File: config.mk
export PLATFORM = sky130hd
export DESIGN_NAME = lcd_raster_timing
export DESIGN_NICKNAME = d
export VERILOG_FILES = /design/src/rtl/lcd_raster_pkg.sv /design/src/rtl/lcd_raster_ctrl.sv /design/src/rtl/lcd_raster_dp.sv /design/src/rtl/lcd_raster_timing.sv
export SDC_FILE = /design/constraint.sdc
export NUM_CORES = 1
export LEC_CHECK = 0
export BUFFER_PORTS_ARGS = -buffer_cell sky130_fd_sc_hd__buf_2
export CAP_MARGIN = 20
export CORE_MARGIN = 3
export CORE_UTILIZATION = 40
export CTS_BUF_LIST = sky130_fd_sc_hd__clkbuf_4 sky130_fd_sc_hd__clkbuf_8
export DETAILED_ROUTE_END_ITERATION = 6
export GPL_TIMING_DRIVEN = 0
export PLACE_DENSITY = 0.68
export SLEW_MARGIN = 15
export SYNTH_ARGS = -nofsm -noshare
export SYNTH_HDL_FRONTEND = slang
export SYNTH_SLANG_ARGS = --single-unit
File: constraint.sdc
create_clock -name clk -period 6.65 [get_ports clk]
set_clock_uncertainty 0.05 [all_clocks]
set_input_delay 0.9975 -clock clk [delete_from_list [all_inputs] [get_ports clk]]
set_output_delay 0.9975 -clock clk [all_outputs]
set_load 0.05 [all_outputs]
File: src/rtl/lcd_raster_pkg.sv
package lcd_raster_pkg;
  parameter int CNT_W = 12;
  parameter int DIV_W = 8;
  parameter int ACB_W = 8;
  parameter int POL_W = 6;

  // polarity bit indices inside the polarity field
  localparam int POL_VS   = 0;
  localparam int POL_HS   = 1;
  localparam int POL_PCLK = 2;
  localparam int POL_DE   = 3;
  localparam int N_SIG    = 4;

  // register field positions
  localparam int ACT_LSB = 0,  ACT_W = 10;
  localparam int SYN_LSB = 10, SYN_W = 6;
  localparam int FP_LSB  = 16, FP_W  = 8;
  localparam int BP_LSB  = 24, BP_W  = 8;
  localparam int ACB_LSB = 8;
  localparam int POL_LSB = 20;

  localparam logic [1:0] ADDR_H = 2'd0, ADDR_V = 2'd1, ADDR_CLK = 2'd2, ADDR_CTL = 2'd3;

  typedef struct packed {
    logic [CNT_W-1:0] hSync, hBack, hAct, hFront;
    logic [CNT_W-1:0] vSync, vBack, vAct, vFront;
    logic [DIV_W-1:0] div;
    logic [ACB_W-1:0] acbLines;
    logic             tft;
    logic [POL_W-1:0] pol;
  } cfg_t;

  typedef struct packed {
    logic run;
    logic pixEn;
    logic pclkHigh;
  } strobe_t;
endpackage

File: src/rtl/lcd_raster_ctrl.sv
module lcd_raster_ctrl
  import lcd_raster_pkg::*;
(
  input  logic        clk,
  input  logic        rstN,
  input  logic        regWr,
  input  logic [1:0]  regAddr,
  input  logic [31:0] regWrData,
  input  logic        frameEnd,
  output cfg_t        cfg,
  output strobe_t     stb,
  output logic        frameDone
);
  localparam logic [DIV_W-1:0] MIN_TFT = DIV_W'(2);
  localparam logic [DIV_W-1:0] MIN_PAS = DIV_W'(3);

  logic [31:0] hReg, vReg, cReg;
  logic        enReg, tftReg, running;
  logic [DIV_W-1:0] divCnt, minDiv;
  logic        ctlWr;

  assign ctlWr = regWr && (regAddr == ADDR_CTL);

  always_ff @(posedge clk or negedge rstN) begin
    if (!rstN) begin
      hReg <= '0; vReg <= '0; cReg <= '0;
      enReg <= 1'b0; tftReg <= 1'b0;
    end else if (regWr) begin
      case (regAddr)
        ADDR_H:   hReg <= regWrData;
        ADDR_V:   vReg <= regWrData;
        ADDR_CLK: cReg <= regWrData;
        default: begin
          enReg  <= regWrData[0];
          tftReg <= regWrData[1];
        end
      endcase
    end
  end

  // field decode: horizontal all minus-one, vertical porches as written
  always_comb begin
    cfg.hAct   = CNT_W'(hReg[ACT_LSB +: ACT_W]) + CNT_W'(1);
    cfg.hSync  = CNT_W'(hReg[SYN_LSB +: SYN_W]) + CNT_W'(1);
    cfg.hFront = CNT_W'(hReg[FP_LSB  +: FP_W])  + CNT_W'(1);
    cfg.hBack  = CNT_W'(hReg[BP_LSB  +: BP_W])  + CNT_W'(1);
    cfg.vAct   = CNT_W'(vReg[ACT_LSB +: ACT_W]) + CNT_W'(1);
    cfg.vSync  = CNT_W'(vReg[SYN_LSB +: SYN_W]) + CNT_W'(1);
    cfg.vFront = CNT_W'(vReg[FP_LSB  +: FP_W]);
    cfg.vBack  = CNT_W'(vReg[BP_LSB  +: BP_W]);
    minDiv     = tftReg ? MIN_TFT : MIN_PAS;
    cfg.div    = (cReg[DIV_W-1:0] < minDiv) ? minDiv : cReg[DIV_W-1:0];
    cfg.acbLines = cReg[ACB_LSB +: ACB_W];
    cfg.pol    = cReg[POL_LSB +: POL_W];
    cfg.tft    = tftReg;
  end

  assign stb.run      = running;
  assign stb.pixEn    = running && (divCnt == cfg.div - DIV_W'(1));
  assign stb.pclkHigh = running && (divCnt < (cfg.div >> 1));

  always_ff @(posedge clk or negedge rstN) begin
    if (!rstN) begin
      running   <= 1'b0;
      divCnt    <= '0;
      frameDone <= 1'b0;
    end else begin
      running <= running ? !(frameEnd && !enReg) : enReg;
      divCnt  <= (!running || stb.pixEn) ? '0 : divCnt + DIV_W'(1);
      if (ctlWr && regWrData[0])
        frameDone <= 1'b0;
      else if (running && frameEnd && !enReg)
        frameDone <= 1'b1;
    end
  end

  a_r3_pix_spacing: assert property (@(posedge clk) disable iff (!rstN)
    stb.pixEn |=> !stb.pixEn);
  a_r7_stop_at_frame_end: assert property (@(posedge clk) disable iff (!rstN)
    $fell(running) |-> $past(frameEnd));
  a_r7_done_when_idle: assert property (@(posedge clk) disable iff (!rstN)
    frameDone |-> !running);
  a_r8_done_cleared: assert property (@(posedge clk) disable iff (!rstN)
    (ctlWr && regWrData[0]) |=> !frameDone);
endmodule

File: src/rtl/lcd_raster_dp.sv
module lcd_raster_dp
  import lcd_raster_pkg::*;
(
  input  logic             clk,
  input  logic             rstN,
  input  cfg_t             cfg,
  input  strobe_t          stb,
  output logic             lcdPclk,
  output logic             lcdHsync,
  output logic             lcdVsync,
  output logic             lcdDe,
  output logic             lcdAcBias,
  output logic [CNT_W-1:0] hCount,
  output logic [CNT_W-1:0] vCount,
  output logic             lineEnd,
  output logic             frameEnd
);
  logic [CNT_W-1:0] hCnt, vCnt, hLast, vLast, hActLo, hActHi, vActLo, vActHi;
  logic [ACB_W-1:0] lineAcc;
  logic             acbState;
  logic [N_SIG-1:0] rawSig, outSig;

  always_comb begin
    hActLo = cfg.hSync + cfg.hBack;
    hActHi = hActLo + cfg.hAct;
    hLast  = hActHi + cfg.hFront - CNT_W'(1);
    vActLo = cfg.vSync + cfg.vBack;
    vActHi = vActLo + cfg.vAct;
    vLast  = vActHi + cfg.vFront - CNT_W'(1);
  end

  assign lineEnd  = stb.pixEn && (hCnt == hLast);
  assign frameEnd = lineEnd && (vCnt == vLast);

  always_ff @(posedge clk or negedge rstN) begin
    if (!rstN) begin
      hCnt <= '0; vCnt <= '0; lineAcc <= '0; acbState <= 1'b0;
    end else if (!stb.run) begin
      hCnt <= '0; vCnt <= '0; lineAcc <= '0; acbState <= 1'b0;
    end else begin
      if (stb.pixEn) begin
        if (lineEnd) begin
          hCnt <= '0;
          vCnt <= frameEnd ? '0 : vCnt + CNT_W'(1);
        end else begin
          hCnt <= hCnt + CNT_W'(1);
        end
      end
      if (lineEnd && !cfg.tft && (cfg.acbLines != '0)) begin
        if (lineAcc == cfg.acbLines - ACB_W'(1)) begin
          lineAcc  <= '0;
          acbState <= !acbState;
        end else begin
          lineAcc <= lineAcc + ACB_W'(1);
        end
      end
    end
  end

  assign rawSig[POL_VS]   = stb.run && (vCnt < cfg.vSync);
  assign rawSig[POL_HS]   = stb.run && (hCnt < cfg.hSync);
  assign rawSig[POL_PCLK] = stb.pclkHigh;
  assign rawSig[POL_DE]   = stb.run && (hCnt >= hActLo) && (hCnt < hActHi)
                            && (vCnt >= vActLo) && (vCnt < vActHi);

  for (genvar i = 0; i < N_SIG; i++) begin : g_pol
    assign outSig[i] = rawSig[i] ^ cfg.pol[i];
  end

  assign lcdVsync  = outSig[POL_VS];
  assign lcdHsync  = outSig[POL_HS];
  assign lcdPclk   = outSig[POL_PCLK];
  assign lcdDe     = outSig[POL_DE];
  assign lcdAcBias = acbState;
  assign hCount    = hCnt;
  assign vCount    = vCnt;

  a_r4_h_hold: assert property (@(posedge clk) disable iff (!rstN)
    (stb.run && !stb.pixEn) |=> $stable(hCnt));
  a_r4_v_hold: assert property (@(posedge clk) disable iff (!rstN)
    (stb.run && !lineEnd) |=> $stable(vCnt));
  a_r5_de_outside_sync: assert property (@(posedge clk) disable iff (!rstN)
    rawSig[POL_DE] |-> (!rawSig[POL_HS] && !rawSig[POL_VS]));
  a_r9_acb_on_line: assert property (@(posedge clk) disable iff (!rstN)
    (stb.run && !lineEnd) |=> $stable(acbState));
endmodule

File: src/rtl/lcd_raster_timing.sv
module lcd_raster_timing
  import lcd_raster_pkg::*;
(
  input  logic             clk,
  input  logic             rstN,
  input  logic             regWr,
  input  logic [1:0]       regAddr,
  input  logic [31:0]      regWrData,
  output logic             lcdPclk,
  output logic             lcdHsync,
  output logic             lcdVsync,
  output logic             lcdDe,
  output logic             lcdAcBias,
  output logic [CNT_W-1:0] hCount,
  output logic [CNT_W-1:0] vCount,
  output logic             frameDone
);
  cfg_t    cfg;
  strobe_t stb;
  logic    lineEnd, frameEnd;

  lcd_raster_ctrl u_ctrl (
    .clk(clk), .rstN(rstN), .regWr(regWr), .regAddr(regAddr),
    .regWrData(regWrData), .frameEnd(frameEnd), .cfg(cfg), .stb(stb),
    .frameDone(frameDone)
  );

  lcd_raster_dp u_dp (
    .clk(clk), .rstN(rstN), .cfg(cfg), .stb(stb),
    .lcdPclk(lcdPclk), .lcdHsync(lcdHsync), .lcdVsync(lcdVsync),
    .lcdDe(lcdDe), .lcdAcBias(lcdAcBias), .hCount(hCount), .vCount(vCount),
    .lineEnd(lineEnd), .frameEnd(frameEnd)
  );
endmodule

Word level (Yosys, flattened, before mapping):

Index checks and enable logic that the tools add are counted.

* equality and inequality tests: 11
* multiplexer cells: 19
* reduce and logical (&&, ||, !) cells: 33
* add/subtract/negate cells: 20
* order comparisons: 8
* bitwise logic cells: 5

Operators with widths (count)
* 12-bit two-way mux: 7
* 8-bit two-way mux: 5
* 12-bit by 1-bit adder with 12-bit output, second input constant: 2
* 12-bit by 11-bit adder with 12-bit output: 2
* 12-bit == test: 2
* 12-bit greater-or-equal comparator: 2
* 12-bit less-than comparator: 2
* 12-bit by 7-bit less-than comparator with 1-bit output: 2
* 12-bit by 1-bit subtractor with 12-bit output, second input constant: 2
* 10-bit by 1-bit adder with 11-bit output, second input constant: 2
* 8-bit by 1-bit adder with 9-bit output, second input constant: 2
* 1-bit logical AND: 17
* 8-bit by 1-bit adder with 8-bit output, second input constant: 2
* 8-bit == test: 2
* 8-bit by 1-bit subtractor with 8-bit output, second input constant: 2
* 6-bit by 1-bit adder with 7-bit output, second input constant: 2
* 12-bit by 8-bit adder with 12-bit output: 1
* 12-bit by 9-bit adder with 12-bit output: 1
* 2-bit AND reduction: 6
* 7-bit by 9-bit adder with 10-bit output: 1
* 7-bit by 8-bit adder with 9-bit output: 1
* 8-bit by 2-bit less-than comparator with 1-bit output: 1
* 8-bit by 7-bit less-than comparator with 1-bit output: 1
* 2-bit by 1-bit != test with 1-bit output, second input constant: 4
* 11 further kinds: 25

* register bits: 133
* bits of input ports: 37

Logic depth before layout (Yosys ltp):

Gate-level depths: netlist (run 1).

* depth in word-level cells: 12
* gate-level depth with buffers: 27

Cells and area by module:

Synthesis (run 1) repeated with hierarchy kept, for this count alone.

* cells, all modules: 1404
* area, all modules: 12572.1 sq um

Modules (own cells, without submodules)
* lcd_raster_dp: seq. area each 825.8 sq um, area each 7191.9 sq um, cells each 930, times used 1
* lcd_raster_ctrl: seq. area each 2452.4 sq um, area each 5380.2 sq um, cells each 474, times used 1

Worst setup path before layout (run 1):

OpenSTA, ideal clock, no wires.

* kind: register to output
* start point: register u_ctrl.vReg[10]
* end point: output port lcdDe
* path slack: 0.747 ns
* data arrival time: 4.855 ns
* cell stages (with the launch flop): 21
* path buffers: 0
* cell sequence: dfrtp_1 ha_1 ha_1 a21o_1 a21oi_1 xnor2_1 ha_1 o21ai_0 a21oi_1 o21ai_0 nand2b_1 xnor2_1 ha_1 a21oi_1 nand3_1 maj3_1 maj3_1 a21oi_1 maj3_1 o21ai_0 xnor2_1

* word-level cells in the longest chain between the ends: 6

RTL lines
* from (decl): line lcd_raster_ctrl.sv:17 `logic [31:0] hReg, vReg, cReg;`
* from (signal assigned): line lcd_raster_ctrl.sv:31 `ADDR_V: vReg <= regWrData;`
* 6-bit by 1-bit adder with 7-bit output (*): line lcd_raster_ctrl.sv:48 `cfg.vSync = CNT_W'(vReg[SYN_LSB +: SYN_W]) + CNT_W'(1);`
* 7-bit by 8-bit adder with 9-bit output (*): line lcd_raster_dp.sv:27 `vActLo = cfg.vSync + cfg.vBack;`
* 12-bit by 11-bit adder with 12-bit output / 12-bit greater-or-equal comparator (equally long branches): line lcd_raster_dp.sv:28, lcd_raster_dp.sv:64
* 12-bit less-than comparator / 1-bit logical AND (equally long branches): line lcd_raster_dp.sv:64 `&& (vCnt >= vActLo) && (vCnt < vActHi);`
* 1-bit logical AND (*): line lcd_raster_dp.sv:64
* 1-bit XOR (*): line lcd_raster_dp.sv:67 `assign outSig[i] = rawSig[i] ^ cfg.pol[i];`
* to (decl): line lcd_raster_timing.sv:12 `output logic lcdDe,`

Mark *: on every way between the ends. The rest lies on a longest branch, timed or not.

Worst setup path in the final report (run 1):

* start point: register u_ctrl.hReg[10]
* end point: register u_dp.vCnt[0] (netlist: u_dp.vCount[0])

* word-level cells in the longest chain between the ends: 12

RTL lines
* from (decl): line lcd_raster_ctrl.sv:17
* from (signal assigned): line lcd_raster_ctrl.sv:30 `ADDR_H: hReg <= regWrData;`
* 6-bit by 1-bit adder with 7-bit output (*): line lcd_raster_ctrl.sv:44 `cfg.hSync = CNT_W'(hReg[SYN_LSB +: SYN_W]) + CNT_W'(1);`
* 7-bit by 9-bit adder with 10-bit output (*): line lcd_raster_dp.sv:24 `hActLo = cfg.hSync + cfg.hBack;`
* 12-bit by 11-bit adder with 12-bit output (*): line lcd_raster_dp.sv:25 `hActHi = hActLo + cfg.hAct;`
* 12-bit by 9-bit adder with 12-bit output (*): line lcd_raster_dp.sv:26 `hLast = hActHi + cfg.hFront - CNT_W'(1);`
* 12-bit by 1-bit subtractor with 12-bit output (*): line lcd_raster_dp.sv:26
* 12-bit == test (*): line lcd_raster_dp.sv:32 `assign lineEnd = stb.pixEn && (hCnt == hLast);`
* 1-bit logical AND (*): line lcd_raster_dp.sv:32
* 1-bit logical AND: line lcd_raster_dp.sv:33 `assign frameEnd = lineEnd && (vCnt == vLast);`
* 12-bit two-way mux: line lcd_raster_dp.sv:44 `vCnt <= frameEnd ? '0 : vCnt + CNT_W'(1);`
* 12-bit two-way mux: line lcd_raster_dp.sv:42 `if (lineEnd) begin`
* 12-bit two-way mux: line lcd_raster_dp.sv:41 `if (stb.pixEn) begin`
* 12-bit two-way mux: line lcd_raster_dp.sv:38 `end else if (!stb.run) begin`
* to (signal assigned): line lcd_raster_dp.sv:44
* to (decl): line lcd_raster_dp.sv:18 `logic [CNT_W-1:0] hCnt, vCnt, hLast, vLast, hActLo, hActHi, vActLo, vActHi;`

Mark *: on every way between the ends. The rest lies on a longest branch, timed or not. The select of a mux whose other input is x is not followed.
A chain may end at the register's enable or synchronous reset.

==> reports/metrics.yaml, run 1 <==
ys_seq_area_share_pct: 31.70
numCtsBuffers: 17
worstSetupEndpointType: "flop"
drive_gt1_share_pct: 19.93
crit_type: "reg -> reg"
fin_cells: 1488
clockBufferDepth: 2
synth.top_cell.area_share_pct: 31.70
ys_warn_count: 0
io_buffers: 66
clk_pin_slew_worst_paths_ps: 80
ys_types: 75
synth_area_leaders: "dfrtp_1 32%, ha_1 14%, mux2_2 9.2%, xnor2_1 5.0%, xor2_1 4.0%"
fin_util_pct: 46.80
place_inst: 1452
hold_viol_final: 0
start_util_pct: 41.27
die-height_um: 165.6
synth_area_mm2: 0.01018
areaGrowthSynthToFinish_pct: 13.39
slew_viol_final: 0
vias: 8172
avgViaCountPerCell: 5.492
grt_pass1_vias: 7795
power_frac_comb_pct: 72.8
reg2reg_depth: 23
die_area_mm2: 0.02741
placeableCoreArea_mm2: 0.02468
die_w_um: 165.6
min_period_ps: 6284
timing.final.crit_share_pct: 94.50
drv_cap: 0
crit_arrival_ps: 6590
max_freq_mhz: 159.1
overflow: 0
synth_flop_cell: "dfrtp_1"
grt_max_degree: 83
path_max_fanout: 10
grt_pass1_wl_um: 42240
swShare_pct: 48.38
clock_sinks: 129
layout_commonest_cell: "dfrtp_1"
wire_per_inst_um: 17.93
final_cell_mix: "127 x dfrtp_1, 113 x ha_1, 96 x inv_1"
firstDrtPassIters: 4
p_seq_share_pct: 15.6
drtIter0Drc: 512
rows: 57
gp_congestion: 0.9092
p_sw_mw: 3.255
nNetsFinal: 1311
p_per_area_mw_per_mm2: 582.5
synth_edf_count: 0
syn_inst: 1060
io_pins: 67
h-tree-depth: 4
syn_nets: 1219
status: "complete, no violations"
syn_avg_cell_area_um2: 9.608
clock-root-buffer: "clkbuf_8"
holdWs_ps: 405.4
worstPathRequired_ps: 6950
clock_latency_ps: 470
ys_ff_latch: 129
setup_viol: 0
postRouteAntennaNets: 0
p_clk_share_pct: 11.6
tritoncts: "done"
hp-class: "in -> async"
synthArstFlopShare_pct: 100.0
p_leak_nw: 5.564
grt_use_total_pct: 20.20
ir_drop_mv: 0.3587
internal_power_mw: 3.472
antenna_cells: 0
worstMarginPinSlew_ps: 885.0
yosys.area.top_type: "dfrtp_1"
critPathLaunchType: "flop"
antenna_found_initial: 0
finalWirelength_um: 26690
dp_hpwl_um: 20780
max_slew_margin_pct: 39.48
drc: 0
-- synthesized netlist by cell type, types with 30 or more instances --
library cell / count
ha_1: 116
xor2_1: 47
nand2_1: 34
mux2_2: 83
a21oi_1: 52
inv_1: 96
nand3_1: 35
a21o_1: 30
xnor2_1: 58
dfrtp_1: 129
o21ai_0: 47
nor2_1: 50
-- sequential cells by signal, summed over array words and instances, names as in the netlist, 8 cells and up --
name / cells
u_ctrl.divCnt: 8
u_dp.vCount: 12
u_ctrl.hReg: 32
u_ctrl.vReg: 32
u_dp.lineAcc: 8
u_ctrl.cReg: 20
u_dp.hCount: 12
-- path summary, 6_finish.rpt --
check | from | to | slack [ps]
max | u_ctrl.hReg[10] | u_dp.vCount[0] | 370
min | rstN | u_ctrl.divCnt[4] | 410
max reg2reg | u_ctrl.hReg[10] | u_dp.vCount[0] | 370
min reg2reg | u_ctrl.frameDone | u_ctrl.frameDone | 460
max in group asynchronous | rstN | u_ctrl.hReg[19] | 5360
min in group clk | u_ctrl.frameDone | u_ctrl.frameDone | 460
-- worst max-delay path, cell delays in order (launching register included) --
cell,delay [ps]
dfrtp_2,490
ha_4,290
fa_1,590
ha_1,260
nand2b_1,120
nand2b_1,70
a21o_1,200
a21o_1,190
a21o_1,210
a21o_1,190
a21o_1,180
xor2_1,240
ha_1,350
xnor2_1,200
a2bb2oi_1,200
nand4_1,150
nor4b_2,410
nor4b_1,310
nand3b_1,200
nor4_4,430
nand2b_1,170
clkbuf_1,440
nor2_1,80
a21o_1,170
-- routing by layer --
metal  track usage, %  share of wire [%]
met5                0                  0
met4            5.142                1.7
met3            3.866                5.1
met2            31.63                 45
met1            28.75                 48
-- power groups by stage --
| stage | combinational (mW) | clock (mW) | sequential (mW) |
|---|---|---|---|
| floorplan | 3.79 | 0 | 1.03 |
| global placement | 4.55 | 0 | 1.06 |
| detailed placement | 4.67 | 0 | 1.06 |
| CTS | 4.75 | 0.792 | 1.05 |
| global route | 5.48 | 0.829 | 1.07 |
| finish | 4.90 | 0.780 | 1.05 |
-- area by class of cell --
cell class / count / area (um2)
inverter: 97 / 364.1
multi-input combinational: 809 / 6589
tap: 324 / 405.4
buffer: 25 / 98.84
sequential: 129 / 3231
fill: 2369 / 13130
timing repair buffer: 73 / 409.1
clock inverter: 11 / 176.4
clock buffer: 20 / 275.3
-- per-stage QoR --
stage / setup TNS [ps] / total power, mW / instance area [um2] / setup slack (ps)
after CTS: 0 / 6.593 / 11440 / 84.31
final: 0 / 6.727 / 11550 / 365.8
after detailed placement: 0 / 5.734 / 10960 / 171.3
after floorplan: 0 / 4.820 / 10180 / 747.3
after global placement: 0 / 5.605 / 10920 / 137.9
after global routing: -82.70 / 7.381 / 11550 / -82.70
-- cells by family after synthesis --
family	after synthesis	synth area share (%)
xor+xnor	105	9.029
mux	89	9.767
simple gates	268	14.77
buf+inv	122	4.546
fa+ha+maj	125	15.72
compound gates	222	14.47
flops	129	31.70
-- what timing repair did --
action,in CTS,in global routing
pin swaps,0,7
hold buffers,0,0
buffers inserted,0,5
gates resized for setup,5,20
endpoints found under the setup margin,1,17
Note: power is estimated with default switching activity, not from simulation.
==> run 2, diff against run 1 <==
--- a/config.mk
+++ b/config.mk
@@ -9,7 +9,7 @@
 export CAP_MARGIN = 20
 export CORE_MARGIN = 3
 export CORE_UTILIZATION = 40
-export CTS_BUF_LIST = sky130_fd_sc_hd__clkbuf_4 sky130_fd_sc_hd__clkbuf_8
+export CTS_BUF_LIST = sky130_fd_sc_hd__clkbuf_16
 export DETAILED_ROUTE_END_ITERATION = 6
 export GPL_TIMING_DRIVEN = 0
 export PLACE_DENSITY = 0.68
==> reports/metrics.yaml, run 2 (synthesis gave the netlist of run 1 again) <==
tritoncts: "done"
final_area_mm2: 0.01167
gp_congestion: 0.9092
drive_gt1_share_pct: 19.22
io_pins: 67
placed_cell_area_mm2: 0.01096
hold_viol_final: 0
final_cell_mix: "127 x dfrtp_1, 113 x ha_1, 96 x inv_1"
clock_sinks: 129
antenna_found_initial: 0
placeableCoreArea_mm2: 0.02468
die_w_um: 165.6
timing.final.crit_share_pct: 95.47
clk_pin_slew_worst_paths_ps: 60
overflow: 0
largestRegisters: "u_ctrl.hReg (32), u_ctrl.vReg (32), u_ctrl.cReg (20)"
grt_use_total_pct: 20.37
firstDrtPassIters: 5
layout_commonest_cell: "dfrtp_1"
worstPathRequired_ps: 5600
slew_viol_final: 0
postRouteAntennaNets: 0
setup_viol: 0
finalWirelength_um: 26850
start_util_pct: 41.27
worstMarginPinSlew_ps: 837.0
p_per_area_mw_per_mm2: 591.2
ir_drop_mv: 0.3574
fin_cells: 1484
worstSetupEndpointType: "output port"
cts_hold_buffers: 0
rsz0062_at_grt: "true"
drtIter0Drc: 491
rows: 57
h-tree-depth: 4
clock_latency_ps: 430
max_slew_margin_pct: 44.20
place_inst: 1452
avgViaCountPerCell: 5.489
critPathLaunchType: "flop"
dp_hpwl_um: 20780
crit_arrival_ps: 5300
io_buffers: 66
path_max_fanout: 6
areaGrowthSynthToFinish_pct: 14.57
drc: 0
nNetsFinal: 1307
grt_pass1_wl_um: 42660
vias: 8146
hp-class: "in -> async"
min_period_ps: 6348
max_freq_mhz: 157.5
die_area_mm2: 0.02741
p_leak_nw: 5.614
crit_type: "reg -> out"
clockBufferDepth: 2
clock-root-buffer: "clkbuf_16"
die-height_um: 165.6
status: "complete, no violations"
antenna_cells: 0
grt_max_degree: 83
drv_cap: 0
wire_per_inst_um: 18.09
grt_pass1_vias: 7852
numCtsBuffers: 17
==> run 2: path summary, 6_finish.rpt <==
kind	slack (ps)	startpoint	cells past startpoint	endpoint
hold / removal	450	rstN	1	u_ctrl.divCnt[4]
setup / recovery	300	u_ctrl.hReg[10]	21	lcdDe
min in group clk	460	u_ctrl.frameDone	1	u_ctrl.frameDone
max in group asynchronous	5320	rstN	2	u_ctrl.hReg[19]
hold reg to reg	460	u_ctrl.frameDone	1	u_ctrl.frameDone
setup reg to reg	380	u_ctrl.hReg[10]	23	u_dp.vCount[0]
==> run 2: report_power, final <==
group,internal [mW],leakage (nW),switching (mW)
clock,0.624,0.296,0.370
combinational,2.08,3.72,2.77
sequential,0.911,1.60,0.143
total,3.62,5.61,3.28
==> run 2: metrics by stage <==
| stage | hold WS [ps] | utilization, % | power, mW | TNS (ps) | setup WS [ps] |
|---|---|---|---|---|---|
| after detailed placement | 446.8 | 44.41 | 5.734 | 0 | 171.3 |
| after floorplan | 407.5 | - | 4.820 | 0 | 747.3 |
| after global placement | 425.8 | 44.26 | 5.605 | 0 | 137.9 |
| after global routing | 475.8 | 47.29 | 7.545 | -50.42 | -50.42 |
| after CTS | 458.2 | 47.00 | 6.813 | 0 | 20.52 |
| final | 449.2 | 47.29 | 6.898 | 0 | 301.5 |
==> run 2: metal layers <==
layer | up-vias | global-route usage [%] | wire, um
li1 | 3964 | - | -
met1 | 3960 | 29.22 | 13170
met2 | 193 | 32.22 | 12170
met3 | 29 | 3.068 | 1139
met4 | 0 | 5.217 | 380
met5 | - | 0 | 0
==> run 2: cell type report <==
class / instances / area [um2]
Clock buffer: 17 / 425.4
Tap cell: 324 / 405.4
Inverter: 97 / 364.1
Fill cell: 2340 / 13010
Sequential cell: 129 / 3231
Multi-Input combinational cell: 809 / 6578
Clock inverter: 14 / 187.7
Timing Repair Buffer: 69 / 379.1
Buffer: 25 / 98.84
==> run 2: worst max-delay path, stage by stage, from the launching register on <==
cell	delay (ps)
dfrtp_2	480
ha_4	200
xor2_1	240
ha_1	320
a21o_1	190
a21oi_1	140
o21bai_1	110
a21o_1	190
a21o_1	180
xor2_1	160
ha_1	390
nand4_1	180
a211oi_2	330
nor2_1	110
a211oi_2	370
ha_1	290
o21ai_0	130
a21oi_1	80
nor4_2	290
o21ai_2	130
xnor2_1	150
buf_4	210
==> run 2: repair_timing <==
action                     CTS  global route
pin swaps                    0             3
setup endpoints to repair    1            15
resized for setup            4            18
buffers inserted             0             1
==> run 3, diff against run 2 <==
--- a/config.mk
+++ b/config.mk
@@ -5,15 +5,17 @@
 export SDC_FILE = /design/constraint.sdc
 export NUM_CORES = 1
 export LEC_CHECK = 0
+export ABC_CLOCK_PERIOD_IN_PS = 6650
 export BUFFER_PORTS_ARGS = -buffer_cell sky130_fd_sc_hd__buf_2
 export CAP_MARGIN = 20
 export CORE_MARGIN = 3
-export CORE_UTILIZATION = 40
+export CORE_UTILIZATION = 35
 export CTS_BUF_LIST = sky130_fd_sc_hd__clkbuf_16
 export DETAILED_ROUTE_END_ITERATION = 6
 export GPL_TIMING_DRIVEN = 0
-export PLACE_DENSITY = 0.68
+export PLACE_DENSITY = 0.62
 export SLEW_MARGIN = 15
 export SYNTH_ARGS = -nofsm -noshare
 export SYNTH_HDL_FRONTEND = slang
+export SYNTH_HIERARCHICAL = 1
 export SYNTH_SLANG_ARGS = --single-unit
==> reports/metrics.yaml, run 3 <==
critPathLaunchType: "flop"
die_w_um: 194.6
io_buffers: 66
nNetsFinal: 1744
layout_commonest_cell: "inv_1"
drc: 0
cts_hold_buffers: 0
die-height_um: 194.6
fin_util_pct: 43.12
synth_area_mm2: 0.01245
timing.final.crit_share_pct: 101.3
grt_max_degree: 97
path_max_fanout: 3
slew_viol_final: 0
dr_wl_met2_um: 15830
violations: "negative setup slack"
dp_hpwl_um: 26060
final_area_mm2: 0.01500
rsz0062_at_grt: "true"
worstMarginPinSlew_ps: 941.9
setup_viol: 1
finalWirelength_um: 33830
largestRegisters: "u_ctrl/hReg (32), u_ctrl/vReg (32), u_ctrl/cReg (20)"
worstPathRequired_ps: 5600
clock_latency_ps: 430
crit_arrival_ps: 5690
clk_pin_slew_worst_paths_ps: 60
vias: 10380
status: "finished with violations"
die_area_mm2: 0.03787
min_period_ps: 6734
fin_ws_ps: -84.13
grt_pass1_vias: 10100
placed_cell_area_mm2: 0.01348
placeableCoreArea_mm2: 0.03480
max_slew_margin_pct: 36.54
tritoncts: "done"
drv_cap: 0
rows: 68
max_freq_mhz: 148.5
p_per_area_mw_per_mm2: 581.6
wl_met3_um: 1506
numCtsBuffers: 17
io_pins: 67
firstDrtPassIters: 5
gp_congestion: 0.8529
grt_pass1_wl_um: 53540
clockBufferDepth: 2
wire_per_inst_um: 16.91
clock-root-buffer: "clkbuf_16"
p_leak_nw: 7.137
hp-class: "in -> async"
ys_warn_count: 6
final_cell_mix: "156 x inv_1, 153 x ha_1, 124 x dfrtp_1"
h-tree-depth: 4
drive_gt1_share_pct: 25.32
ir_drop_mv: 0.4776
wl_met1_um: 15800
overflow: 0
grt_use_total_pct: 17.73
hold_viol_final: 0
worstSetupEndpointType: "output port"
crit_type: "reg -> out"
areaGrowthSynthToFinish_pct: 20.53
clock_sinks: 129
drtIter0Drc: 559
postRouteAntennaNets: 0
top_layer: "met5"
avgViaCountPerCell: 5.188
start_util_pct: 35.77
antenna_found_initial: 3
syn_avg_cell_area_um2: 8.956
syn_inst: 1390
run 3: path summary, 6_finish.rpt:
path                                  from  depth (start not counted)  slack (ps)          endpoint
max                        u_ctrl/hReg[10]                         27         -80             lcdDe
min                                   rstN                          1         390   u_dp/hCount[11]
max reg2reg                u_ctrl/hReg[10]                         29         300  u_ctrl/frameDone
min reg2reg                   u_ctrl/enReg                          2         440    u_ctrl/running
max in group asynchronous             rstN                          2        5370   u_ctrl/hReg[24]
min in group clk              u_ctrl/enReg                          2         440    u_ctrl/running
run 3: what timing repair did:
item	CTS	global route
buffers inserted	18	13
resized for setup	62	79
endpoints found under the setup margin	35	33
pin swaps	36	56
run 3: stage by stage:
stage          worst slack (ps)  cells  TNS, ps  hold WS, ps  power [mW]
5_1_grt                  -300.3   2000   -667.5        395.9       9.620
2_1_floorplan             157.6   1415        0        397.5       5.963
3_5_place_dp              -1216   1937   -12340        424.0       7.030
3_3_place_gp              -1072   1936    -7484        423.7       6.888
4_1_cts                  -128.1   1987   -128.1        390.6       8.381
6_report                 -84.13   2000   -84.13        388.8       8.727
run 3: worst max-delay path, cell delays in order (launching register included):
cell and delay, ps:
dfrtp_2 450, inv_4 90, ha_4 140, inv_1 60
fa_2 430, nor2b_2 130, o21ai_2 80, a21boi_2 220
o21ai_2 100, a21boi_2 190, o21ai_2 80, nand2_1 90
nor2_2 40, nor2_2 160, ha_4 230, a21oi_2 120
o31a_1 200, o31ai_4 110, xor2_2 230, ha_4 240
a211oi_4 310, o211ai_1 170, a21oi_1 180, nand2_1 100
a311oi_4 410, o221a_2 270, xor2_1 170, buf_4 220
run 3: area by class of cell:
cell class | count | area, um2
diodes | 1 | 2.502
inverters | 162 | 615.6
plain buffers | 76 | 523.0
fillers | 3346 | 19790
clock inverters | 15 | 240.2
well taps | 455 | 569.3
multi-input cells | 1047 | 8791
repair buffers | 98 | 603.1
flip-flops and latches | 129 | 3234
clock buffers | 17 | 425.4
run 3: routing by layer:
metal / up-vias / global-route usage (%)
met1: 5033 / 24.44
met3: 28 / 3.172
met4: 4 / 4.920
met2: 226 / 28.64
li1: 5085 / -
met5: - / 0
run 3: where the power goes:
part	switching, mW	internal (mW)
registers	0.181	0.920
clock network	0.378	0.700
logic	3.50	3.04
